==> src/rtl/presc_timer_pkg.sv <==
package presc_timer_pkg;
  localparam int PRESC_W = 10;

  localparam logic [1:0] WID_16 = 2'd0;
  localparam logic [1:0] WID_8  = 2'd1;
  localparam logic [1:0] WID_32 = 2'd2;

  localparam logic [1:0] ALN_CLK   = 2'd0;
  localparam logic [1:0] ALN_TICK  = 2'd1;
  localparam logic [1:0] ALN_RESTART = 2'd2;

  // low bits that must all be one for a tick
  function automatic logic [PRESC_W-1:0] ratio_mask(input logic [2:0] sel);
    case (sel)
      3'd0: ratio_mask = 10'd0;
      3'd1: ratio_mask = 10'd1;
      3'd2: ratio_mask = 10'd3;
      3'd3: ratio_mask = 10'd7;
      3'd4: ratio_mask = 10'd15;
      3'd5: ratio_mask = 10'd63;
      3'd6: ratio_mask = 10'd255;
      default: ratio_mask = 10'd1023;
    endcase
  endfunction

  function automatic logic [31:0] width_mask(input logic [1:0] w);
    case (w)
      WID_8:   width_mask = 32'h0000_00FF;
      WID_32:  width_mask = 32'hFFFF_FFFF;
      default: width_mask = 32'h0000_FFFF;
    endcase
  endfunction
endpackage

==> src/rtl/presc_timer_div.sv <==
module presc_timer_div
  import presc_timer_pkg::*;
(
  input  logic       clk_i,
  input  logic       rst_ni,
  input  logic       en_i,
  input  logic       clr_i,
  input  logic [2:0] sel_i,
  output logic       tick_o
);
  logic [PRESC_W-1:0] div_q;
  logic [PRESC_W-1:0] msk;

  assign msk    = ratio_mask(sel_i);
  assign tick_o = en_i && ((div_q & msk) == msk);

  always_ff @(posedge clk_i or negedge rst_ni) begin
    if (!rst_ni)              div_q <= '0;
    else if (!en_i || clr_i)  div_q <= '0;
    else                      div_q <= div_q + 1'b1;
  end
endmodule

==> src/rtl/presc_timer_core.sv <==
module presc_timer_core
  import presc_timer_pkg::*;
#(
  parameter int CNT_W = 32
) (
  input  logic             clk_i,
  input  logic             rst_ni,
  input  logic             en_i,
  input  logic             dir_down_i,
  input  logic             retrig_i,
  input  logic             tick_i,
  input  logic [CNT_W-1:0] top_i,
  input  logic [1:0]       sync_mode_i,
  input  logic [1:0]       width_mode_i,
  output logic [CNT_W-1:0] cnt_raw_o,
  output logic [CNT_W-1:0] cnt_o,
  output logic             wrap_o,
  output logic             reload_evt_o,
  output logic             wrap_evt_o,
  output logic             presc_clr_o
);
  logic [CNT_W-1:0] cnt_q, wmsk, top_m, cnt_m, start_v, cnt_d;
  logic             pend_q, tick_aligned, step;

  assign wmsk    = width_mask(width_mode_i);
  assign top_m   = top_i & wmsk;
  assign cnt_m   = cnt_q & wmsk;
  assign start_v = dir_down_i ? top_m : '0;
  assign tick_aligned = (sync_mode_i == ALN_TICK);

  assign reload_evt_o = en_i && (tick_aligned ? (tick_i && (pend_q || retrig_i)) : retrig_i);
  assign presc_clr_o  = reload_evt_o && (sync_mode_i == ALN_RESTART);
  assign step         = en_i && tick_i && !reload_evt_o;
  assign wrap_evt_o   = step && (dir_down_i ? (cnt_m == '0) : (cnt_m == top_m));

  always_comb begin
    if (reload_evt_o || wrap_evt_o) cnt_d = start_v;
    else if (step)                  cnt_d = (dir_down_i ? cnt_m - 1'b1 : cnt_m + 1'b1) & wmsk;
    else                            cnt_d = cnt_q;
  end

  always_ff @(posedge clk_i or negedge rst_ni) begin
    if (!rst_ni) begin
      cnt_q  <= '0;
      wrap_o <= 1'b0;
      pend_q <= 1'b0;
    end else begin
      cnt_q  <= cnt_d;
      wrap_o <= wrap_evt_o;
      if (!en_i || !tick_aligned || reload_evt_o) pend_q <= 1'b0;
      else if (retrig_i)                          pend_q <= 1'b1;
    end
  end

  assign cnt_raw_o = cnt_q;
  assign cnt_o     = cnt_m;
endmodule

==> src/rtl/presc_timer_lock.sv <==
module presc_timer_lock (
  input  logic clk_i,
  input  logic rst_ni,
  input  logic auto_lock_i,
  input  logic evt_i,
  input  logic clr_i,
  output logic lock_o
);
  always_ff @(posedge clk_i or negedge rst_ni) begin
    if (!rst_ni)                   lock_o <= 1'b0;
    else if (auto_lock_i && evt_i) lock_o <= 1'b1;
    else if (clr_i)                lock_o <= 1'b0;
  end
endmodule

==> src/rtl/presc_timer.sv <==
module presc_timer
  import presc_timer_pkg::*;
#(
  parameter int CNT_W = 32
) (
  input  logic             clk_i,
  input  logic             rst_ni,
  input  logic             en_i,
  input  logic             dir_down_i,
  input  logic             retrig_i,
  input  logic [CNT_W-1:0] top_i,
  input  logic [2:0]       presc_sel_i,
  input  logic [1:0]       sync_mode_i,
  input  logic [1:0]       width_mode_i,
  input  logic             auto_lock_i,
  input  logic             lock_clr_i,
  output logic [CNT_W-1:0] cnt_o,
  output logic             wrap_o,
  output logic             lock_upd_o
);
  logic             tick, presc_clr, reload_evt, wrap_evt;
  logic [CNT_W-1:0] cnt_raw;

  presc_timer_div u_div (
    .clk_i  (clk_i),
    .rst_ni (rst_ni),
    .en_i   (en_i),
    .clr_i  (presc_clr),
    .sel_i  (presc_sel_i),
    .tick_o (tick)
  );

  presc_timer_core #(.CNT_W(CNT_W)) u_core (
    .clk_i        (clk_i),
    .rst_ni       (rst_ni),
    .en_i         (en_i),
    .dir_down_i   (dir_down_i),
    .retrig_i     (retrig_i),
    .tick_i       (tick),
    .top_i        (top_i),
    .sync_mode_i  (sync_mode_i),
    .width_mode_i (width_mode_i),
    .cnt_raw_o    (cnt_raw),
    .cnt_o        (cnt_o),
    .wrap_o       (wrap_o),
    .reload_evt_o (reload_evt),
    .wrap_evt_o   (wrap_evt),
    .presc_clr_o  (presc_clr)
  );

  presc_timer_lock u_lock (
    .clk_i       (clk_i),
    .rst_ni      (rst_ni),
    .auto_lock_i (auto_lock_i),
    .evt_i       (wrap_evt || reload_evt),
    .clr_i       (lock_clr_i),
    .lock_o      (lock_upd_o)
  );
endmodule

==> config.mk <==
export PLATFORM = sky130hd
export DESIGN_NAME = presc_timer
export DESIGN_NICKNAME = d
export VERILOG_FILES = /design/src/rtl/presc_timer_pkg.sv /design/src/rtl/presc_timer_div.sv /design/src/rtl/presc_timer_core.sv /design/src/rtl/presc_timer_lock.sv /design/src/rtl/presc_timer.sv
export SDC_FILE = /design/constraint.sdc
export NUM_CORES = 1
export LEC_CHECK = 0
export ABC_CLOCK_PERIOD_IN_PS = 3300
export BUFFER_PORTS_ARGS = -buffer_cell sky130_fd_sc_hd__buf_2
export CAP_MARGIN = 40
export CORE_MARGIN = 2
export CORE_UTILIZATION = 44
export CTS_CLUSTER_DIAMETER = 100
export CTS_CLUSTER_SIZE = 40
export DETAILED_ROUTE_END_ITERATION = 10
export GPL_TIMING_DRIVEN = 0
export PLACE_DENSITY = 0.68
export SLEW_MARGIN = 15
export SYNTH_ARGS = -nofsm -noshare
export SYNTH_HDL_FRONTEND = slang
export SYNTH_SLANG_ARGS = --single-unit
==> constraint.sdc <==
create_clock -name clk_i -period 3.3 [get_ports clk_i]
set_input_delay 0.66 -clock clk_i [delete_from_list [all_inputs] [get_ports clk_i]]
set_output_delay 0.66 -clock clk_i [all_outputs]
set_load 0.02 [all_outputs]
==> results of run 1 <==
[sequential cells by signal, summed over array words and instances, names as in the netlist]
name              cells
u_core.wrap_o         1
u_core.cnt_raw_o     32
u_core.pend_q         1
u_lock.lock_o         1
u_div.div_q          10
[metrics by stage]
step           TNS [ps]   util  total power (µW)  std cells  hold WS (ps)
2_1_floorplan     -13.7      -              2180        527           364
3_3_place_gp     -10620  0.519              2590        739           507
3_5_place_dp     -11760  0.521              2630        740           511
4_1_cts               0  0.539              3040        747           344
5_1_grt           -27.7  0.554              3360        748           363
6_report              0  0.554              3140        748           326
[critical path, cell delays in order]
cell and delay, ps:
buf_12 160, buf_4 190, inv_1 140, fa_2 260, nor2b_1 60, o31a_1 270
or4_4 470, a31oi_4 350, o311a_4 260, nor3_4 50, a311oi_2 290, xor2_1 180
o21ai_1 80
[cell type report]
| type | instances | area, µm² |
|---|---|---|
| plain buffers | 22 | 151 |
| clock buffers | 5 | 68.8 |
| clock inverters | 3 | 25.0 |
| fillers | 936 | 4380 |
| inverters | 16 | 60.1 |
| multi-input cells | 441 | 3390 |
| flip-flops and latches | 45 | 1130 |
| well taps | 133 | 166 |
| repair buffers | 83 | 453 |
[what timing repair did]
action	4_1_cts	5_1_grt
pin swaps	7	5
endpoints found under the setup margin	16	14
buffers inserted	2	1
hold buffers	0	0
cloned	0	0
resized for setup	20	30
[power by group through the flow]
| stage | clock network (µW) | registers, µW | logic [µW] |
|---|---|---|---|
| 3_5_place_dp | 0 | 872 | 1760 |
| 3_3_place_gp | 0 | 870 | 1720 |
| 5_1_grt | 407 | 887 | 2070 |
| 2_1_floorplan | 0 | 818 | 1370 |
| 6_report | 382 | 867 | 1890 |
| 4_1_cts | 386 | 863 | 1790 |
[worst paths after layout]
kind | slack [ps] | end
max in group asynchronous | 2440 | u_core.cnt_raw_o[28]
worst max-delay path | 60 | u_core.cnt_raw_o[30]
worst min register to register | 520 | u_div.div_q[0]
worst max register to register | 260 | u_core.cnt_raw_o[30]
min in group clk_i | 520 | u_div.div_q[0]
worst min-delay path | 330 | u_core.cnt_raw_o[2]
[placed cells by master, fill, tap and decap left out, types with 5 or more instances in the layout]
cell type / instances
buf_2: 80
dfrtp_1: 45
nor2_1: 42
nand2_1: 36
xor2_1: 33
xnor2_1: 27
a21oi_1: 25
a21o_1: 25
ha_1: 25
and2_1: 18
o21ai_0: 18
inv_1: 15
buf_4: 12
nor4_1: 12
o21ai_1: 12
a22oi_1: 11
and3_1: 10
a221oi_2: 10
nand3_1: 9
nand4_1: 7
clkbuf_1: 7
clkbuf_8: 6
o21a_1: 6
a211o_1: 5
nor3_1: 5
a31oi_1: 5
a22o_1: 5
[kinds of logic after synthesis]
| logic type | Yosys count |
|---|---|
| adders and majority gates | 32 |
| buffers and inverters | 41 |
| xor gates and xnor gates | 60 |
| and+or+nand+nor | 174 |
| AOI/OAI and AO/OA | 171 |
| DFF | 45 |
| muxes | 4 |
[metal layers]
layer / vias to the layer above / share of wire / GRT usage
met3: 24 / 0.056 / 0.0287
met1: 2129 / 0.44 / 0.322
li1: 2130 / - / -
met4: 0 / 0.019 / 0.0629
met5: - / 0 / 0
met2: 153 / 0.48 / 0.406
==> summary.md, run 1 <==
| Metric | Value |
|---|---|
| Status | finished clean |
| CP required | about 3500 ps |
| Clock power share | 0.122 |
| Switch share | 0.460 |
| Peak supply drop | 407 µV |
| Compound-cell area share of the yosys netlist | 0.284 |
| CP Capture Type | flip-flop |
| TritonCTS Buffers | 5 |
| Worst setup SP type | input port |
| Num rows | 36 |
| Final setup viols | 0 |
| Unrepaired setup endpoints after global routing | true |
| Slew Limit Fails | 0 |
| Syn nets | around 610 |
| Root buf cell | clkbuf_8 |
| Fmax | 308 MHz |
| Worst-Skew Late Latency | between 300 and 400 ps |
| Core area | 9820 µm² |
| Largest net degree at the start of global routing | 32 |
| Critical Path AT | about 3400 ps |
| Wire length per cell | 17.9 µm |
| Leak | around 0.0026 µW |
| Commonest register cell after synthesis | dfrtp_1 |
| Dominant cells by area after synthesis | dfrtp_1 (25%), ha_1 (8.7%), xor2_1 (6.5%) |
| Post-synth EDFFs | 0 |
| Die ar. | about 11000 µm² |
| Power per Cell Area | around 580 nW/µm² |
| Worst hold path type | input port to asynchronous set/reset pin |
| Worst rel slew slack | 0.525 |
| Yosys reg bits | 45 |
| Worst setup path class | input port to flip-flop |
| First-pass GRT wire length | 21500 µm |
| Commonest cells post-synth | dfrtp_1 (45), nor2_1 (44), nand2_1 (36), xor2_1 (33), ha_1 (31) |
| Congestion Overflow GR | 0 |
| DR iter-0 viols | ~300 |
| CTS tree | done |
| Vias | approximately 4400 |
| Max FO, Critical Path | 31 |
| Psw | between 1000 and 1500 µW |
| Most numerous cell in the Yosys netlist | dfrtp_1 |
| Post-Synth Adder-Cell Area | 0.0913 |
| Layout cell share with drive strength beyond 1 | 0.275 |
| Vias/cell | 5.93 |
| Vias in the first global route | 4289 |
| DRT Pass-1 Iters | 5 |
| Critical path origin | dir_down_i |
| Yosys top cell by area | dfrtp_1 |
| Seq/Total Area, Yosys | 0.252 |
| Final hold violations | 0 |
| Mux contribution to synthesized area | 0.0104 |
| XOR/XNOR Fraction of Synth Area | 0.118 |
| DP HPWL | about 10000 µm |
| DRC | 0 |
| Ys Warns | 0 |
| Ports | 80 |
| Nets | 692 |
| CTS Sinks | 45 |
| Avg Cell Area, Syn | approximately 8.5 µm² |
| Antenna diodes | 0 |
| Mapped Area | about 4500 µm² |
| Final WL | about 13000 µm |
| Die height | ~100 µm |
| Max-cap violation count | 0 |
| CTS Buffer Depth | 2 |
| Post-Syn Instances | 527 |
| Pint | approximately 1700 µW |
| Largest family of logic cells by synthesized area | compound AO/OA/AOI/OAI gates |
| Setup WS pre-CTS | -1020 ps |
| Clk slew on worst S/H paths | ~100 ps |
| Post-DP Area | a little over 5000 µm² |
| FF-to-FF Start | u_core.cnt_raw_o[2] |
| Comb power frac | 0.602 |
| Gr usage total | 0.239 |
| Synth async-reset ratio | 1.00 |
| Final worst setup slack | about 56 ps |
| Minimum clock period | around 3200 ps |
| Die X | 105 µm |
| H-tree depth | 2 |
| Area share of the leading cell type in the synthesized netlist | 0.252 |
| I/O Buffers | slightly below 80 |
| Unique masters post-synth | 62 |
| Starting Density | 0.455 |
| Antenna violations before repair | 0 |
| Synth Area in Simple Gates | 0.199 |
| Slew @ Worst Pin | about 710 ps |
| Syn-to-layout area delta | 21.8% |
| Routability Congestion | 0.910 |
| Final ANT Viol Nets | 0 |
| Sequential power share | 0.277 |
| Finished Cell Area | between 5000 and 6000 µm² |
| Final period utilization | 0.983 |
| Worst r2r path cells | 10 |
| Setup Skew | 8.65 ps |
No activity file was read; power rests on OpenSTA's default activity.
==> run 2: changes to the inputs <==
==> constraint.sdc (replaced) <==
create_clock -name clk_i -period 3.3 [get_ports clk_i]
set_input_delay 0.33 -clock clk_i [delete_from_list [all_inputs] [get_ports clk_i]]
set_output_delay 0.33 -clock clk_i [all_outputs]
set_load 0.02 [all_outputs]
==> summary.md, run 2 (synthesized netlist as in run 1, its figures left out) <==
| Metric | Value |
|---|---|
| Status | finished clean |
| Max FO, Critical Path | 31 (unchanged) |
| Slew Limit Fails | 0 (unchanged) |
| Final ANT Viol Nets | 0 (unchanged) |
| Max reg flops | 32 (unchanged) |
| Vias | 4398 (-0.86%) |
| Die X | 105 µm (unchanged) |
| Ports | 80 (unchanged) |
| Finished Core Util | 0.535 (-0.0195) |
| Largest net degree at the start of global routing | 33 (+3.1%) |
| Power per Cell Area | 575 nW/µm² (-0.26%) |
| Starting Density | 0.455 (unchanged) |
| Commonest cells after routing, fill and taps aside | buf_2 (80), dfrtp_1 (45), nor2_1 (43), nand2_1 (36), xor2_1 (33) |
| Fmax | 317 MHz (+2.8%) |
| DP HPWL | 10000 µm (-1.1%) |
| Leak | 0.00251 µW (-2.1%) |
| Antenna diodes | 0 (unchanged) |
| Worst setup SP type | input port |
| Peak supply drop | 286 µV (-30%) |
| Unrepaired setup endpoints after global routing | true |
| Comb power frac | 0.588 (-0.014) |
| Pint | 1630 µW (-3.7%) |
| CP Capture Type | flip-flop |
| Die height | 105 µm (unchanged) |
| Worst-Skew Late Latency | 310 ps (about the same) |
| Layout cell share with drive strength beyond 1 | 0.220 (-0.0547) |
| Clock power share | 0.124 (+0.002) |
| CP required | 3540 ps (+50 ps) |
| Most common cell after layout, fill and taps aside | buf_2 |
| Routability Congestion | 0.928 (+2.0%) |
| Switch share | 0.460 (about the same) |
| Vias/cell | 5.86 (-1.3%) |
| Worst setup path class | input port to flip-flop |
| TritonCTS Buffers | 5 (unchanged) |
| Final hold violations | 0 (unchanged) |
| H-tree depth | 2 (unchanged) |
| Worst hold path type | input port to flip-flop |
| DR iter-0 viols | 304 (+1.7%) |
| Critical Path AT | 3400 ps (-40 ps) |
| First-pass GRT wire length | 21400 µm (-0.45%) |
| CTS Sinks | 45 (unchanged) |
| CTS Buffer Depth | 2 (unchanged) |
| Num rows | 36 (unchanged) |
| Final period utilization | 0.957 (-0.0265) |
| Max-cap violation count | 0 (unchanged) |
| Sequential power share | 0.287 (+0.010) |
| Nets | 695 (+0.43%) |
| Non-Filler Instances | 751 (+0.40%) |
| Placed Instances | 740 (unchanged) |
| Fillcell total | 981 (+4.8%) |
| Setup Skew | 10.9 ps (+2.25 ps) |
| Flop-to-flop setup slack | 150 ps (-110 ps) |
| Core area | 9820 µm² (unchanged) |
| Die ar. | 11000 µm² (unchanged) |
| Vias in the first global route | 4378 (+2.1%) |
| Final WL | 13200 µm (-1.6%) |
| Gr usage total | 0.239 (about the same) |
| Wire length per cell | 17.5 µm (-2.0%) |
| Slew @ Worst Pin | 811 ps (+98.4 ps) |
| Worst rel slew slack | 0.445 (-0.0796) |
| Psw | 1390 µW (-3.9%) |
| I/O Buffers | 79 (unchanged) |
| DRT Pass-1 Iters | 5 (unchanged) |
| CTS tree | done |
| Syn-to-layout area delta | 17.5% |
| Congestion Overflow GR | 0 (unchanged) |
| Clk slew on worst S/H paths | 100 ps (about the same) |
| Minimum clock period | 3160 ps (-87.4 ps) |
| Antenna violations before repair | 0 (unchanged) |
| DRC | 0 (unchanged) |
| Final setup viols | 0 (unchanged) |
| Root buf cell | clkbuf_8 |
-- run 2: cell types whose count changed in the layout (fill, tap and decap cells not counted), sizes merged --
cell / delta
buf: -1
dlygate4sd3: +1
clkbuf: +3
clkinv: +1
inv: -1
-- run 2: worst max-delay path, cell delays in order --
cell	delay, ps
buf_6	260
clkbuf_2	300
inv_1	130
fa_1	480
nor2b_1	180
o31a_1	200
or4_1	200
a31oi_4	150
o311a_1	420
nor3_4	280
a311oi_2	140
xor2_1	160
o21ai_1	130
-- run 2: stage by stage --
stage | instance area (µm²) | worst slack, ps | total power, µW | hold WS [ps] | TNS (ps)
after floorplan | 4470 | 75.2 | 2150 | 34.4 | 0
after detailed placement | 5050 | -895 | 2590 | 270 | -7920
after global placement | 5030 | -740 | 2550 | 501 | -6360
after global routing | 5250 | -25.2 | 3250 | 217 | -26.3
final | 5250 | 143 | 3020 | 214 | 0
after CTS | 5200 | 0.00244 | 2990 | 211 | 0
-- run 2: final cells by class --
type	instances	area, µm²	share of cell area
Buffer	24	148	0.0281
Clock inverter	3	25.0	0.00477
Inverter	16	60.1	0.0114
Multi-Input combinational cell	441	3200	0.610
Tap cell	133	166	0.0317
Sequential cell	45	1130	0.214
Clock buffer	5	68.8	0.0131
Timing Repair Buffer	84	454	0.0865
-- run 2: worst paths after layout --
kind,from,endpoint,cells past startpoint
min in group asynchronous,rst_ni,u_core.cnt_raw_o[6],2
worst min-delay path,lock_clr_i,u_lock.lock_o,2
max in group asynchronous,rst_ni,u_core.cnt_raw_o[0],3
worst max register to register,u_core.cnt_raw_o[14],u_core.cnt_raw_o[23],12
worst min register to register,u_div.div_q[0],u_div.div_q[0],1
worst max-delay path,dir_down_i,u_core.cnt_raw_o[30],13
-- run 2: what timing repair did --
item / in CTS / in global routing
buffers inserted: 0 / 3
resized for setup: 12 / 12
pin swaps: 1 / 3
setup endpoints to repair: 12 / 10
endpoints found under the hold margin: 13 / 0
cloned: 0 / 0
hold buffers: 1 / 0
-- run 2: routing by layer --
layer  global-route usage  vias up  share of wire
li1                     -     2127              -
met1                0.317     2118           0.46
met2                0.404      126           0.47
met3               0.0318       27          0.046
met4               0.0743        0          0.024
met5                    0        -              0
-- run 2: power by group through the flow --
stage,clock (µW),sequential (µW),combinational (µW)
after floorplan,0,817,1340
after global placement,0,868,1680
after detailed placement,0,872,1720
after CTS,383,862,1740
after global routing,405,888,1960
final,376,867,1780
==> run 3: changes to the inputs <==
Settings changed: PLACE_DENSITY 0.68 to 0.7.
==> summary.md, run 3 (synthesized netlist as in run 1, its figures left out) <==
| Metric | Value |
|---|---|
| Final hold slack | 228 ps (+14.0 ps) |
| Final worst setup slack | 129 ps (-13.8 ps) |
| Final ANT Viol Nets | 0 (unchanged) |
| Final period utilization | 0.961 (+0.00419) |
| Slew Limit Fails | 0 (unchanged) |
| Status | finished clean |
| Clk slew on worst S/H paths | 90 ps (about the same) |
| Critical-path cell list | buf_2, nor2b_2, clkbuf_4, and2_1, ha_1, buf_2, a21oi_1, o21ai_0, a2111oi_2, o311a_1, nor3_4, a311oi_2, xor2_1, o21ai_1 |
| Final WL | 13100 µm (-0.64%) |
| Leak | 0.00249 µW (-0.84%) |
| WL met2 | 6290 µm (+1.4%) |
| DP HPWL | 10100 µm (+1.1%) |
| Worst-Skew Late Latency | 310 ps (about the same) |
| Vias in the first global route | 4324 (-1.2%) |
| Layout cell share with drive strength beyond 1 | 0.214 (-0.00636) |
| Max-cap violation count | 0 (unchanged) |
| Vias | 4449 (+1.2%) |
| DRT met1 WL | 5910 µm (-1.7%) |
| Final hold violations | 0 (unchanged) |
| Die X | 105 µm (unchanged) |
| Slew @ Worst Pin | 833 ps (+21.8 ps) |
| CP Buf/Inv Count | 3 (unchanged) |
| Routability Congestion | 0.913 (-1.6%) |
| Vias/cell | 5.96 (+1.8%) |
| Final setup viols | 0 (unchanged) |
| CTS Buffer Depth | 2 (unchanged) |
| Critical path's slowest cell | a2111oi_2 |
| Worst rel slew slack | 0.430 (-0.0149) |
| Non-Filler Instances | 746 (-0.67%) |
| Starting Density | 0.455 (unchanged) |
| DRT Pass-1 Iters | 5 (unchanged) |
| Antenna diodes | 0 (unchanged) |
| Overall power | 3010 µW (-0.20%) |
| CTS tree | done |
| Peak supply drop | 350 µV (+23%) |
| Core area | 9820 µm² (unchanged) |
| Worst setup path class | input port to flip-flop |
| Die ar. | 11000 µm² (unchanged) |
| Die height | 105 µm (unchanged) |
| Critical Path AT | 3360 ps (-40 ps) |
| TritonCTS Buffers | 5 (unchanged) |
| I/O Buffers | 79 (unchanged) |
| First-pass GRT wire length | 21300 µm (-0.16%) |
| Antenna violations before repair | 0 (unchanged) |
| DR iter-0 viols | 277 (-8.9%) |
| Power per Cell Area | 577 nW/µm² (+0.45%) |
| Root buf cell | clkbuf_8 |
| CTS Sinks | 45 (unchanged) |
| Wire length per cell | 17.5 µm (about the same) |
| Most common cell after layout, fill and taps aside | buf_2 |
| Syn-to-layout area delta | 16.8% |
| Met3 Wirelength | 634 µm (+4.4%) |
| Max reg flops | 32 (unchanged) |
| CP Capture Type | flip-flop |
| Largest net degree at the start of global routing | 33 (unchanged) |
| Setup Skew | 10.0 ps (-0.883 ps) |
| Gr usage total | 0.236 (-0.00340) |
| Kind of cell adding the most delay to the critical path | compound AO/OA/AOI/OAI gates |
| Top layer in use | met4 |
| CP peak stage delay | 480 ps (about the same) |
| Worst setup SP type | input port |
| Max FO, Critical Path | 19 (-39%) |
| Setup TNS | 0 ps (unchanged) |
| Commonest cells after routing, fill and taps aside | buf_2 (80), dfrtp_1 (45), nor2_1 (44), nand2_1 (36), xor2_1 (33) |
| Fmax | 315 MHz (-0.44%) |
| Ports | 80 (unchanged) |
| Minimum clock period | 3170 ps (+13.8 ps) |
| Setup WS pre-CTS | -849 ps (+45.8 ps) |
| CP required | 3490 ps (-50 ps) |
| Worst hold path type | input port to flip-flop |
| H-tree depth | 2 (unchanged) |
| Placed Instances | 740 (unchanged) |
| Critical Path Most Common Cell | buf_2 |
| Num rows | 36 (unchanged) |
| DRC | 0 (unchanged) |
| Nets | 690 (-0.72%) |
| Unrepaired setup endpoints after global routing | false |
| Congestion Overflow GR | 0 (unchanged) |
==> run 3: report_power, final <==
part | internal [µW] | switching (µW)
logic | 790 | 984
clock network | 153 | 218
registers | 679 | 188
==> run 3: repair_timing <==
action	CTS	global route
setup endpoints to repair	12	10
resized for setup	9	11
buffers inserted	0	0
hold buffers	1	0
hold endpoints to repair	13	0
==> run 3: final timing paths <==
| check | cells after the start | startpoint | to | slack [ps] |
|---|---|---|---|---|
| setup / recovery | 14 | width_mode_i[1] | u_core.cnt_raw_o[30] | 130 |
| hold / removal | 2 | lock_clr_i | u_lock.lock_o | 230 |
| setup reg to reg | 11 | u_core.cnt_raw_o[0] | u_core.cnt_raw_o[30] | 180 |
| hold reg to reg | 1 | u_div.div_q[0] | u_div.div_q[0] | 510 |
| max in group asynchronous | 3 | rst_ni | u_core.cnt_raw_o[18] | 2330 |
| min in group asynchronous | 2 | rst_ni | u_core.cnt_raw_o[12] | 470 |
==> run 3: layout make-up <==
cell class                 instances  area [µm²]
multi-input combinational        441        3200
fill                             985        4600
inverter                          16        60.1
clock buffer                       5        68.8
buffer                            22         135
sequential                        45        1130
clock inverter                     3        25.0
tap                              133         166
timing repair buffer              81         432
==> run 3: per-stage QoR <==
| stage | utilization | cell area (µm²) |
|---|---|---|
| 5_1_grt | 0.531 | 5220 |
| 3_3_place_gp | 0.512 | 5030 |
| 4_1_cts | 0.528 | 5180 |
| 2_1_floorplan | - | 4470 |
| 6_report | 0.531 | 5220 |
| 3_5_place_dp | 0.514 | 5050 |
==> run 3: layer usage <==
layer / vias to the layer above / GRT usage
met5: - / 0
met4: 0 / 0.0514
met3: 21 / 0.0256
met2: 143 / 0.405
met1: 2155 / 0.320
li1: 2130 / -
